--- src/rtl/dly_tune_pkg.sv ---
package dly_tune_pkg;
  typedef enum logic [1:0] {
    ST_IDLE   = 2'd0,
    ST_SETTLE = 2'd1,
    ST_WAIT   = 2'd2,
    ST_FINAL  = 2'd3
  } tune_state_t;
endpackage

--- src/rtl/dly_sweep_ctrl.sv ---
module dly_sweep_ctrl #(
  parameter int DLY_W = 8
) (
  input  logic             clk,
  input  logic             rst_n,
  input  logic             start_i,
  input  logic             test_done_i,
  output logic [DLY_W-1:0] idx_o,
  output logic             launch_o,
  output logic             settle_o,
  output logic             step_o,
  output logic             req_o,
  output logic             finish_o
);
  import dly_tune_pkg::*;

  localparam logic [DLY_W-1:0] LAST_IDX = {DLY_W{1'b1}};

  tune_state_t      state_q, state_d;
  logic [DLY_W-1:0] idx_q, idx_d;

  always_comb begin
    state_d = state_q;
    idx_d   = idx_q;
    case (state_q)
      ST_IDLE: begin
        if (start_i) begin
          state_d = ST_SETTLE;
          idx_d   = '0;
        end
      end
      ST_SETTLE: state_d = ST_WAIT;
      ST_WAIT: begin
        if (test_done_i) begin
          if (idx_q == LAST_IDX) begin
            state_d = ST_FINAL;
          end else begin
            state_d = ST_SETTLE;
            idx_d   = idx_q + 1'b1;
          end
        end
      end
      ST_FINAL: state_d = ST_IDLE;
      default:  state_d = ST_IDLE;
    endcase
  end

  always_ff @(posedge clk or negedge rst_n) begin
    if (!rst_n) begin
      state_q <= ST_IDLE;
      idx_q   <= '0;
    end else begin
      state_q <= state_d;
      idx_q   <= idx_d;
    end
  end

  assign idx_o    = idx_q;
  assign launch_o = (state_q == ST_IDLE) && start_i;
  assign settle_o = (state_q == ST_SETTLE);
  assign step_o   = (state_q == ST_WAIT) && test_done_i;
  assign req_o    = (state_q == ST_WAIT);
  assign finish_o = (state_q == ST_FINAL);

  // each accepted step moves to the next delay value
  p_idx_advance_r1: assert property (@(posedge clk) disable iff (!rst_n)
    (step_o && idx_q != LAST_IDX) |=> (idx_q == $past(idx_q) + 1'b1));

  // the sweep ends only after the last value was tested
  p_final_after_last_r1: assert property (@(posedge clk) disable iff (!rst_n)
    $rose(finish_o) |-> (idx_q == LAST_IDX));
endmodule

--- src/rtl/dly_win_track.sv ---
module dly_win_track #(
  parameter int DLY_W = 8
) (
  input  logic             clk,
  input  logic             rst_n,
  input  logic             clear_i,
  input  logic             step_i,
  input  logic             pass_i,
  input  logic [DLY_W-1:0] idx_i,
  output logic [DLY_W:0]   best_len_o,
  output logic [DLY_W-1:0] centre_o
);
  logic [DLY_W:0]   run_q, run_d;
  logic [DLY_W:0]   blen_q, blen_d;
  logic [DLY_W-1:0] bend_q, bend_d;
  logic [DLY_W:0]   run_inc;
  logic [DLY_W:0]   half_len;

  assign run_inc = run_q + 1'b1;

  always_comb begin
    run_d  = run_q;
    blen_d = blen_q;
    bend_d = bend_q;
    if (clear_i) begin
      run_d  = '0;
      blen_d = '0;
      bend_d = '0;
    end else if (step_i) begin
      if (pass_i) begin
        run_d = run_inc;
        if (run_inc > blen_q) begin
          blen_d = run_inc;
          bend_d = idx_i;
        end
      end else begin
        run_d = '0;
      end
    end
  end

  always_ff @(posedge clk or negedge rst_n) begin
    if (!rst_n) begin
      run_q  <= '0;
      blen_q <= '0;
      bend_q <= '0;
    end else begin
      run_q  <= run_d;
      blen_q <= blen_d;
      bend_q <= bend_d;
    end
  end

  assign half_len   = (blen_q == '0) ? '0 : ((blen_q - 1'b1) >> 1);
  assign best_len_o = blen_q;
  assign centre_o   = bend_q - half_len[DLY_W-1:0];

  // the best length only grows within a sweep
  p_best_grow_r5: assert property (@(posedge clk) disable iff (!rst_n)
    !clear_i |=> (blen_q >= $past(blen_q)));

  // the current run never exceeds the best run
  p_run_bound_r5: assert property (@(posedge clk) disable iff (!rst_n)
    run_q <= blen_q);
endmodule

--- src/rtl/dly_field_merge.sv ---
module dly_field_merge #(
  parameter int WORD_W   = 32,
  parameter int DLY_W    = 8,
  parameter int CMD_LSB  = 8,
  parameter int DATA_LSB = 16
) (
  input  logic [WORD_W-1:0] word_i,
  input  logic              sel_data_i,
  input  logic [DLY_W-1:0]  val_i,
  output logic [WORD_W-1:0] word_o
);
  always_comb begin
    word_o = word_i;
    if (sel_data_i) word_o[DATA_LSB +: DLY_W] = val_i;
    else            word_o[CMD_LSB  +: DLY_W] = val_i;
  end
endmodule

--- src/rtl/dly_tune_engine.sv ---
module dly_tune_engine #(
  parameter int WORD_W   = 32,
  parameter int DLY_W    = 8,
  parameter int CMD_LSB  = 8,
  parameter int DATA_LSB = 16,
  parameter int COMP_W   = 4
) (
  input  logic              clk,
  input  logic              rst_n,
  input  logic              start_i,
  input  logic              mode_i,
  input  logic [WORD_W-1:0] init_word_i,
  input  logic              test_done_i,
  input  logic              test_pass_i,
  output logic              test_req_o,
  output logic [WORD_W-1:0] dly_word_o,
  output logic [COMP_W-1:0] comp_en_o,
  output logic [DLY_W-1:0]  best_o,
  output logic              done_o,
  output logic              err_o
);
  logic              launch, settle, step, finish;
  logic [DLY_W-1:0]  idx;
  logic [DLY_W:0]    best_len;
  logic [DLY_W-1:0]  centre;
  logic [WORD_W-1:0] sweep_word, final_word;

  logic [WORD_W-1:0] init_q, init_d;
  logic              mode_q, mode_d;
  logic [WORD_W-1:0] word_q, word_d;
  logic [COMP_W-1:0] comp_q, comp_d;
  logic [DLY_W-1:0]  best_q, best_d;
  logic              done_q, done_d;
  logic              err_q, err_d;

  dly_sweep_ctrl #(.DLY_W(DLY_W)) u_ctrl (
    .clk(clk), .rst_n(rst_n), .start_i(start_i), .test_done_i(test_done_i),
    .idx_o(idx), .launch_o(launch), .settle_o(settle), .step_o(step),
    .req_o(test_req_o), .finish_o(finish)
  );

  dly_win_track #(.DLY_W(DLY_W)) u_track (
    .clk(clk), .rst_n(rst_n), .clear_i(launch), .step_i(step),
    .pass_i(test_pass_i), .idx_i(idx), .best_len_o(best_len), .centre_o(centre)
  );

  dly_field_merge #(.WORD_W(WORD_W), .DLY_W(DLY_W), .CMD_LSB(CMD_LSB),
                    .DATA_LSB(DATA_LSB)) u_sweep_merge (
    .word_i(init_q), .sel_data_i(mode_q), .val_i(idx), .word_o(sweep_word)
  );

  dly_field_merge #(.WORD_W(WORD_W), .DLY_W(DLY_W), .CMD_LSB(CMD_LSB),
                    .DATA_LSB(DATA_LSB)) u_final_merge (
    .word_i(init_q), .sel_data_i(mode_q), .val_i(centre), .word_o(final_word)
  );

  always_comb begin
    init_d = init_q;
    mode_d = mode_q;
    word_d = word_q;
    comp_d = comp_q;
    best_d = best_q;
    done_d = done_q;
    err_d  = err_q;
    if (launch) begin
      init_d = init_word_i;
      mode_d = mode_i;
      comp_d = '0;
      best_d = '0;
      done_d = 1'b0;
      err_d  = 1'b0;
    end
    if (settle) word_d = sweep_word;
    if (finish) begin
      done_d = 1'b1;
      if (best_len == '0) begin
        err_d  = 1'b1;
        best_d = '0;
        word_d = init_q;
      end else begin
        best_d = centre;
        word_d = final_word;
      end
    end
  end

  always_ff @(posedge clk or negedge rst_n) begin
    if (!rst_n) begin
      init_q <= '0;
      mode_q <= 1'b0;
      word_q <= '0;
      comp_q <= '1;
      best_q <= '0;
      done_q <= 1'b0;
      err_q  <= 1'b0;
    end else begin
      init_q <= init_d;
      mode_q <= mode_d;
      word_q <= word_d;
      comp_q <= comp_d;
      best_q <= best_d;
      done_q <= done_d;
      err_q  <= err_d;
    end
  end

  assign dly_word_o = word_q;
  assign comp_en_o  = comp_q;
  assign best_o     = best_q;
  assign done_o     = done_q;
  assign err_o      = err_q;

  // word held while a test is outstanding
  p_word_stable_r3: assert property (@(posedge clk) disable iff (!rst_n)
    (test_req_o && !test_done_i) |=> $stable(dly_word_o));

  // compensation is off whenever a test is requested
  p_comp_off_r4: assert property (@(posedge clk) disable iff (!rst_n)
    test_req_o |-> (comp_en_o == '0));

  // error only comes with done
  p_err_done_r8: assert property (@(posedge clk) disable iff (!rst_n)
    err_o |-> done_o);

  // no request while the result is presented
  p_done_no_req_r12: assert property (@(posedge clk) disable iff (!rst_n)
    done_o |-> !test_req_o);

  // result flags hold until a new sweep is launched
  p_done_hold_r12: assert property (@(posedge clk) disable iff (!rst_n)
    (done_o && !start_i) |=> (done_o && $stable(best_o) && $stable(err_o)));
endmodule

--- config.mk ---
export PLATFORM = sky130hd
export DESIGN_NAME = dly_tune_engine
export DESIGN_NICKNAME = d
export VERILOG_FILES = /design/src/rtl/dly_tune_pkg.sv /design/src/rtl/dly_sweep_ctrl.sv /design/src/rtl/dly_win_track.sv /design/src/rtl/dly_field_merge.sv /design/src/rtl/dly_tune_engine.sv
export SDC_FILE = /design/constraint.sdc
export NUM_CORES = 1
export LEC_CHECK = 0
export CAP_MARGIN = 10
export CORE_MARGIN = 2
export CORE_UTILIZATION = 40
export CTS_CLUSTER_DIAMETER = 50
export DETAILED_ROUTE_END_ITERATION = 8
export HOLD_SLACK_MARGIN = 0.02
export REMOVE_ABC_BUFFERS = 1
export SLEW_MARGIN = 5
export SYNTH_ARGS = -nofsm -noshare
export SYNTH_HDL_FRONTEND = slang
export SYNTH_SLANG_ARGS = --single-unit
export TNS_END_PERCENT = 20
--- constraint.sdc ---
create_clock -name clk -period 3.6 [get_ports clk]
set_input_delay 0.54 -clock clk [delete_from_list [all_inputs] [get_ports clk]]
set_output_delay 0.54 -clock clk [all_outputs]
set_load 0.01 [all_outputs]
==> flow_metrics.py, run 1 <==
metrics = {
    "critical_path": {
        "r2r_slack_ns": 0.24,
        "rr_endpoint": "best_o[5]$_DFFE_PN0P_",
        "path_max_fanout": 8,
        "end_kind": "flip-flop",
        "r2r_start": "u_track.best_len_o[0]$_DFFE_PN0P_",
        "crit_required_ns": 3.81,
        "critical_path.slowest_cell": "or3_4",
        "critPathKind": "flip-flop to flip-flop",
        "arrival_ns": 3.56,
        "cp_cell_sequence": "inv_1 -> ha_1 -> or3b_1 -> or3_4 -> o21ai_0 -> ha_1 -> and3b_1 -> o21ai_0 -> a211oi_1 -> a2111oi_2 -> buf_4 -> o22ai_1",
        "critPathLaunch": "u_track.best_len_o[0]$_DFFE_PN0P_",
        "cpPeakStageDelay_ns": 0.46,
        "cp-start-kind": "flip-flop",
        "critPathCapture": "best_o[5]$_DFFE_PN0P_",
        "reg2regPathDepth": 12,
    },
    "yosys": {
        "ys_seq_area_share_pct": 48.8,
        "synth_xor_area_share_pct": 3.35,
        "synth_edf_count": 0,
        "ys_types": 58,
        "synth_area_um2": 5740,
        "synth_mux_area_share_pct": 12.2,
        "netlist.area_leader.share_pct": 48.4,
        "synth_fa_ha_area_share_pct": 4.70,
        "synth_seq_cells": 112,
        "avgSynthCellArea_um2": 10.4,
        "synth_largest_area_cell": "dfrtp_1",
        "synthFlopType": "dfrtp_1",
        "synth-simple-area-share_pct": 13.1,
        "synth_compound_area_share_pct": 13.5,
        "synth_top_family_by_area": "compound AO/OA/AOI/OAI gates",
        "synth_area_leaders": "dfrtp_1 (48%), mux2_2 (9.8%), ha_1 (4.4%)",
        "yosysWarnings": 0,
        "async_flop_share_pct": 100,
        "netlist_instances": 550,
    },
    "power_and_ir_drop": {
        "power.switching_mw": 3.41,
        "switching_share_pct": 42.9,
        "p_per_area_nw_per_um2": 1120,
        "peakVddDrop_v": 0.000431,
        "p_comb_share_pct": 60.5,
        "total_power_mw": 7.94,
        "p_clk_share_pct": 12.7,
        "p_int_mw": 4.53,
        "power.leakage_nw": 3.01,
        "seq_power_share_pct": 26.8,
    },
    "cells_and_area": {
        "layout.nets": 684,
        "regArea_um2": 2810,
        "area_delta_synth_final_pct": 23.6,
        "fin_util_pct": 50.9,
        "drive_above_1_share_pct": 14.9,
        "final_common_cell": "dfrtp_1",
        "layout_common_cells": "dfrtp_1 (110), clkdlybuf4s50_1 (83), mux2_2 (50)",
        "design_area_um2": 7100,
        "diodes": 0,
        "multiInputGateArea_um2": 2710,
        "fillerInstances": 1286,
    },
    "timing": {
        "worst_slew_pin_slew_ns": 0.884,
        "tns_ns": 0,
        "final-hold-violation-count": 0,
        "min_period_ns": 3.36,
        "post-route-period-util_pct": 93.3,
        "rsz0062_at_grt": "false",
        "drv_slew": 0,
        "setup_viol": 0,
        "relSlewSlack_pct": 41.1,
        "fin_skew_ns": 0.00811,
        "fin_ws_ns": 0.243,
        "fmax_mhz": 298,
    },
    "clock_network": {
        "cts-root-buf": "clkbuf_16",
        "cts_setup_buffers": 0,
        "h-tree-depth": 3,
        "cts_made_buffers": 9,
        "cts_tree": "yes",
        "path_clk_slew_ns": 0.07,
        "cts.sinks": 112,
        "clk_latency_ns": 0.35,
        "cts-resized-gates": 0,
        "cts_buffer_depth": 2,
        "hold_buffers": 0,
    },
    "outcome": {
        "outcome": "completed",
    },
    "global_route": {
        "grt_start_max_net_pins": 64,
        "grt_first_pass_wirelength_um": 22600,
        "overflow": 0,
        "antenna_found_initial": 0,
        "grt_pass1_vias": 4497,
        "grt.total_usage_pct": 19.0,
    },
    "detailed_routing": {
        "drt_wl_total_um": 13700,
        "ant_nets": 0,
        "drtIter0Drc": 204,
        "wire_per_inst_um": 16.9,
        "drt-vias-per-instance": 5.54,
        "via_count": 4489,
        "drc": 0,
        "dr.pass1.iters": 4,
    },
    "die": {
        "fp-row-count": 43,
        "die_h_um": 124,
        "start_util_pct": 41.2,
        "core_area_um2": 13900,
        "pin_count": 85,
        "die_x_um": 124,
        "die_area_um2": 15300,
    },
    "placed_design": {
        "postPlaceCellArea_um2": 6790,
        "dp_slack_ns": 0.213,
        "dp_hpwl_um": 9680,
        "port_buffers": 84,
        "finalWeightedCongestion": 0.908,
    },
    "flow_run": {
        "drv_cap": 0,
    },
    "hold_path": {
        "hold_class": "input port to asynchronous set/reset pin",
    },
}
==> sequential cells by signal (all words and copies together) (netlist names) <==
name,cells
u_ctrl.idx_o,8
mode_q,1
best_o,8
err_o,1
u_ctrl.state_q,2
comp_en_o,1
init_q,32
u_track.best_len_o,9
u_track.bend_q,8
u_track.run_q,9
done_o,1
dly_word_o,32
==> per-stage QoR <==
step	std cells	hold WS, ns
after floorplan	515	0.244
after global placement	794	0.483
after detailed placement	794	0.491
after CTS	810	0.249
after global routing	810	0.264
final	810	0.223
==> synthesized netlist by cell type (all sizes together), types with 9 or more instances <==
library cell / n
ha: 20
o22ai: 10
nor3: 20
dfrtp: 111
o21ai: 45
nand3: 20
buf: 11
mux2i: 14
xnor2: 16
inv: 25
a21oi: 30
a31oi: 9
nor2: 24
nand2: 39
mux2: 50
clkbuf: 24
==> cell families (layout without fill, tap and decap cells) <==
group / Yosys count / in the layout
simple gates: 146 / 146
compound gates: 125 / 125
flops: 112 / 112
mux: 64 / 64
buf+inv: 60 / 140
xor+xnor: 22 / 22
fa+ha+maj: 21 / 21
==> how the worst min path moves through the flow <==
stage	startpoint	end	slack [ns]	depth (start not counted)
final	rst_n	dly_word_o[28]$_DFFE_PN0P_	0.22	1
after global routing	rst_n	init_q[28]$_DFFE_PN0P_	0.26	1
after CTS	rst_n	dly_word_o[28]$_DFFE_PN0P_	0.25	1
after detailed placement	init_q[31]$_DFFE_PN0P_	init_q[31]$_DFFE_PN0P_	0.49	1
after global placement	init_q[30]$_DFFE_PN0P_	dly_word_o[30]$_DFFE_PN0P_	0.48	1
after floorplan	rst_n	best_o[0]$_DFFE_PN0P_	0.24	0
==> metal layers <==
layer | share of wire (%) | wire [um] | GRT usage (%) | vias up
met3 | 7.3 | 996 | 5.72 | 13
met1 | 44 | 6070 | 25.6 | 2239
met5 | 0 | 0 | 0 | -
met2 | 47 | 6460 | 29.6 | 112
met4 | 1.1 | 145 | 5.54 | 0
li1 | - | - | - | 2125
==> power by group through the flow <==
| stage | clock network (mW) | logic (mW) | registers [mW] |
|---|---|---|---|
| after detailed placement | 0 | 4.72 | 2.15 |
| after global placement | 0 | 4.63 | 2.13 |
| after CTS | 1.04 | 4.75 | 2.13 |
| after global routing | 1.10 | 5.36 | 2.20 |
| final | 1.01 | 4.81 | 2.13 |
| after floorplan | 0 | 2.95 | 2.19 |
==> critical path: cells and delay by family (launching register included) <==
kind	cells	cell delay, ns
AND/OR/NAND/NOR	3	1.07
buffers and inverters	2	0.27
adder cells (fa/ha/maj)	2	0.48
flip-flops	1	0.41
AO/OA/AOI/OAI	5	0.98
==> area by class of cell <==
| class | count | share of cell area, % |
|---|---|---|
| flip-flops and latches | 112 | 39.5 |
| clock inverters | 5 | 0.793 |
| inverters | 25 | 1.32 |
| multi-input cells | 378 | 38.2 |
| well taps | 180 | 3.17 |
| repair buffers | 99 | 13.6 |
| clock buffers | 11 | 3.42 |
No activity file was read; power rests on OpenSTA's default activity.
==> run 2: changes to the inputs <==
CAP_MARGIN = default   (was 10)
==> results of run 2 <==
No change in the layout: final DEF, timing and power equal those of run 1.
==> run 3: changes to the inputs <==
CTS_CLUSTER_SIZE = 24   (was default)
==> results of run 3 <==
No change in the layout: final DEF, timing and power equal those of run 1.
